<file path="config.mk">
export PLATFORM = sky130hd
export DESIGN_NAME = sysctl_latch
export DESIGN_NICKNAME = d
export VERILOG_FILES = /design/src/rtl/sysctl_latch.sv
export SDC_FILE = /design/constraint.sdc
export NUM_CORES = 1
export LEC_CHECK = 0
export ABC_CLOCK_PERIOD_IN_PS = 1700
export BUFFER_PORTS_ARGS = -buffer_cell sky130_fd_sc_hd__buf_2
export CAP_MARGIN = 10
export CORE_AREA = 3 3 40 42
export CTS_CLUSTER_DIAMETER = 200
export CTS_CLUSTER_SIZE = 16
export DETAILED_ROUTE_END_ITERATION = 10
export DIE_AREA = 0 0 43 45
export GPL_ROUTABILITY_DRIVEN = 1
export PLACE_DENSITY_LB_ADDON = 0.2
export SLEW_MARGIN = 15
export SYNTH_ARGS = -nofsm -noshare
export SYNTH_HDL_FRONTEND = slang
export SYNTH_SLANG_ARGS = --single-unit
</file>
<file path="constraint.sdc">
create_clock -name clk -period 1.7 [get_ports clk]
set_input_delay 0.34 -clock clk [delete_from_list [all_inputs] [get_ports clk]]
set_output_delay 0.34 -clock clk [all_outputs]
set_load 0.1 [all_outputs]
</file>
<file path="src/rtl/sysctl_latch.sv">
module sysctl_latch #(
  parameter bit UNLOCK_EN = 1'b1
) (
  input  logic        clk,
  input  logic        rst_n,
  input  logic        wr,
  input  logic        lane_lo,
  input  logic [3:0]  addr,
  output logic [15:0] rd_data,
  output logic        blank_o,
  output logic        vec_sel_o,
  output logic        snd_src_o,
  output logic        fix_src_o,
  output logic        unlock_o,
  output logic        pal_o,
  output logic [2:0]  spare_o,
  output logic        unmapped_o
);
  localparam int NIDX = 8;
  localparam int IW   = $clog2(NIDX);

  logic          wen;
  logic [IW-1:0] idx;
  logic          val;
  logic [NIDX-1:0] bits_q;
  logic          snd_q;
  logic          unm_q;

  assign wen = wr & lane_lo;
  assign idx = addr[IW-1:0];
  assign val = addr[IW];

  for (genvar i = 0; i < NIDX; i++) begin : g_bit
    if (i == 6 && !UNLOCK_EN) begin : g_off
      assign bits_q[i] = 1'b0;
    end else begin : g_on
      always_ff @(posedge clk) begin
        if (!rst_n)                     bits_q[i] <= 1'b0;
        else if (wen && idx == IW'(i))  bits_q[i] <= val;
      end
    end
  end

  always_ff @(posedge clk) begin
    if (!rst_n)                      snd_q <= 1'b0;
    else if (wen && idx == IW'(1))   snd_q <= val;
  end

  always_ff @(posedge clk) begin
    if (!rst_n) unm_q <= 1'b0;
    else        unm_q <= wen && (idx == IW'(2) || idx == IW'(3) || idx == IW'(4));
  end

  assign rd_data    = '0;
  assign blank_o    = bits_q[0];
  assign vec_sel_o  = bits_q[1];
  assign snd_src_o  = snd_q;
  assign spare_o    = bits_q[4:2];
  assign fix_src_o  = bits_q[5];
  assign unlock_o   = bits_q[6];
  assign pal_o      = bits_q[7];
  assign unmapped_o = unm_q;
endmodule

</file>
=== After elaboration in Yosys (flattened, before gate mapping) ===
Index checks and enable logic that the tools add are counted.

* Bits in registers: 9
* Input port bits: 8
* Output and inout bits: 26
* Word-level logic and storage cells: 29

* Eq/ne operators: 7
* Bitwise operators: 1
* Reduce and logical (&&, ||, !) cells: 12

{| class="wikitable"
|+ Operators with widths
! kind !! number
|-
| $eq 3x3->1 const B || 4
|-
| $logic_and 1x1->1 || 9
|-
| $eq 3x2->1 const B || 2
|-
| $eq 3x1->1 const B || 1
|-
| $logic_not 3->1 || 1
|-
| $logic_or 1x1->1 || 2
|-
| $and 1x1->1 || 1
|}

=== Logic depth before layout (Yosys ltp) ===
* Depth in word-level cells: 4
* Depth in mapped cells: 4
* Depth with buffers taken out: 3

=== Worst setup path after synthesis ===
OpenSTA, ideal clock, no wires.

* Path kind: flip-flop to output port
* Start: reg snd_src_o (netlist name)
* End: out vec_sel_o
* Arrival time: 1373 ps
* Data required time: 1360 ps
* Path slack: -13 ps
* Stages on the path, launching flop included: 2
* Path buffers: 1
* Cell sequence: dfxtp_1 > buf_4

{| class="wikitable"
|+ RTL lines
! item !! line !! text
|-
| to (decl) || 11 || <nowiki>output logic vec_sel_o,</nowiki>
|}

=== Final worst setup path ===
* Start: reg bits_q[4], in the netlist spare_o[2]
* End: out spare_o[2]

{| class="wikitable"
|+ RTL lines
! item !! line !! text
|-
| from (decl) || 25 || <nowiki>logic [NIDX-1:0] bits_q;</nowiki>
|-
| from (signal, indexed assignment) || 39 || <nowiki>else if (wen && idx == IW'(i)) bits_q[i] <= val;</nowiki>
|-
| to (decl) || 16 || <nowiki>output logic [2:0] spare_o,</nowiki>
|}

No word-level cell between the ends.

==> impl_metrics.csv <==
group,metric,value,unit
logic_synthesis,ys_seq_area_frac,0.3388,
power_and_ir_drop,seqPwrFrac,0.360,
worst_setup_path,cp-start-kind,"flip-flop",
floorplan,die_w,43,µm
worst_setup_path,slowest_delay,0.44,ns
route,drc,0,
logic_synthesis,synthTopCellsByArea,"dfxtp_1, buf_4, o211ai_1",
cts,cts_resized,0,
route,wl_per_cell,10.78,µm
route,drtAntennaViolNets,0,
sta,period_minus_slack,1.385,ns
route,wirelength,938,µm
power_and_ir_drop,p_int,320.0,µW
power_and_ir_drop,peakVddDrop,387.9,µV
sta,tns,0,ns
min_path,hold_path_class,"input pin to flip-flop",
worst_setup_path,r2r_cells,2,
cts,path_clk_slew,0.06,ns
layout,fin_util,0.4508,
global_routing,overflow,0,
logic_synthesis,yosysWarningCount,0,
floorplan,die_h,45,µm
worst_setup_path,crit_slowest_cell,"buf_2",
worst_setup_path,critPathBufInv,1,
layout,diodes,0,
logic_synthesis,ys_ff_latch,9,
sta,setup_violations,0,
route,vias,411,
worst_setup_path,crit_type,"flip-flop to primary output",
logic_synthesis,synth_top_area_share,0.3388,
placed_design,place.gp.congestion,0.6676,
floorplan,start_util,0.4138,
power_and_ir_drop,p_comb_frac,0.371,
floorplan,core-area,1285,µm²
cts,cts_buffers,3,
power_and_ir_drop,p_switching,277.0,µW
min_path,hold_depth,3,
logic_synthesis,synth_cell_type_count,17,
cts,cts_htree_levels,1,
global_routing,antenna_found_initial,0,
worst_setup_path,setup.worst_path.end_class,"primary output",
worst_setup_path,worstPathRequired,1.36,ns
cts,cts_hold_buf,0,
cts,clock_sinks,9,
logic_synthesis,synth_area_leader_cell,"dfxtp_1",
sta,rsz0062_at_grt,"false",
job,cap_violations,0,
layout,drive_above_1_share,0.3472,
layout,fillers,139,
worst_setup_path,worst_ep_arrival_time,1.04,ns
placed_design,port_buffers,17,
sta,hold_viol,0,
worst_setup_path,cp.depth,1,
logic_synthesis,syn_avg_cell_area,9.668,µm²
global_routing,grt_pass1_wl,1.338,mm
floorplan,num_rows,13,
sta,fmax,722.1,MHz
floorplan,die-area,1935,µm²
sta,post-route-period-util,0.8146,
cts,clock_latency,0.25,ns
logic_synthesis,netlist_area,531.8,µm²
route,drt_iter0_markers,9,
logic_synthesis,syn_inst,55,
cts,cts_tree,"done",
global_routing,track_usage,0.09599,
placed_design,placed_cell_area,553.0,µm²
power_and_ir_drop,p_leak,0.2795,nW
global_routing,grt_pass1_vias,301,
sta,whs,0.3673,ns
floorplan,num_io_pins,34,
route,viasPerCell,4.724,
cts,clockBufferDepth,2,
power_and_ir_drop,power_frac_clock,0.268,
layout,stdcell_area,579.3,µm²
worst_setup_path,critical_path.top_delay_family,"buffers and inverters",
layout,synthToLayoutAreaGrowth,8.941,%
placed_design,hpwlAfterDp,719,µm
layout,layout.nets,81,
cts,post-cts-setup-buffers,0,
power_and_ir_drop,switching_share,0.4640,
global_routing,grt_start_max_net_pins,11,
run_status,outcome,"completed",
worst_setup_path,crit_chain,"buf_2",
power_and_ir_drop,power,597.0,µW
sta,fin_skew,0,ns
route,drt-pass1-iter-count,4,
cts,root_buffer,"clkbuf_4",
worst_setup_path,cp_max_fo,2,
sta,finalMaxSlewViolations,0,
power_and_ir_drop,power.density,1031,nW/µm²
[flip-flops by register name, summed over array words and instances (netlist names)]
name	count
pal_o	1
spare_o	3
snd_src_o	1
unmapped_o	1
fix_src_o	1
blank_o	1
unlock_o	1
[metrics by stage]
step	cells	worst slack, ns
2_1_floorplan	70	0.3281
3_3_place_gp	83	0.5480
3_5_place_dp	83	0.5242
4_1_cts	87	0.3092
5_1_grt	87	0.2717
6_report	87	0.3151
[cells in the mapped netlist (all sizes together)]
cell / number
o41ai: 2
nand3b: 1
mux2i: 1
o211ai: 6
nor2: 2
conb: 1
o311ai: 2
dfxtp: 9
nand2b: 2
nand3: 2
nand2: 2
buf: 19
o31ai: 6
[cells by family after synthesis]
| family | Yosys count | share of synthesized area |
|---|---|---|
| AOI/OAI and AO/OA | 16 | 0.2494 |
| buffers and inverters | 19 | 0.2635 |
| DFF | 9 | 0.3388 |
| muxes | 1 | 0.01882 |
| other | 1 | 0.007052 |
| and+or+nand+nor | 9 | 0.1223 |
[per-layer routing]
| layer | track usage | vias up | wire [µm] |
|---|---|---|---|
| met2 | 0.1257 | 20 | 424 |
| li1 | - | 206 | - |
| met4 | 0.03614 | 0 | 0 |
| met5 | 0 | - | 0 |
| met3 | 0.06375 | 0 | 106 |
| met1 | 0.1238 | 185 | 407 |
[final timing paths]
path / startpoint / to / slack (ns)
max reg2reg: spare_o[2]$_SDFFE_PN0P_ / spare_o[2]$_SDFFE_PN0P_ / 1.06
min reg2reg: blank_o$_SDFFE_PN0P_ / blank_o$_SDFFE_PN0P_ / 0.49
max: spare_o[2]$_SDFFE_PN0P_ / spare_o[2] / 0.32
min: lane_lo / unmapped_o$_SDFF_PN0_ / 0.37
[worst register-to-register path, stage by stage (launching register included)]
cell	delay [ns]
dfxtp_1	0.35
o311ai_2	0.10
o41ai_1	0.08
[power groups by stage]
stage / Sequential [mW] / Clock (mW) / Combinational, mW
4_1_cts: 0.215 / 0.169 / 0.221
3_5_place_dp: 0.220 / 0 / 0.221
2_1_floorplan: 0.242 / 0 / 0.209
6_report: 0.215 / 0.160 / 0.222
5_1_grt: 0.215 / 0.185 / 0.228
3_3_place_gp: 0.220 / 0 / 0.221
[layout by cell type (no fill, tap or decap)]
cell | Yosys | layout
nand2_1 | 1 | 1
clkbuf_1 | 0 | 1
dfxtp_1 | 9 | 8
o31ai_1 | 6 | 6
o311ai_2 | 1 | 1
clkbuf_4 | 0 | 3
nand3b_4 | 1 | 1
o41ai_1 | 2 | 2
dfxtp_2 | 0 | 1
nand3_1 | 1 | 1
nor2_1 | 2 | 2
nand2_2 | 1 | 1
buf_2 | 1 | 17
nand2b_1 | 2 | 2
o311ai_1 | 1 | 1
conb_1 | 1 | 16
nand3_2 | 1 | 1
mux2i_1 | 1 | 1
o211ai_1 | 6 | 6
[area by class of cell]
cell class	instances	area [µm²]	area share
Timing Repair Buffer	17	85.08	0.1469
Tap cell	15	18.77	0.03240
Multi-Input combinational cell	42	267.8	0.4622
Clock buffer	4	26.28	0.04536
Sequential cell	9	181.4	0.3132
Note: power is estimated with default switching activity, not from simulation.
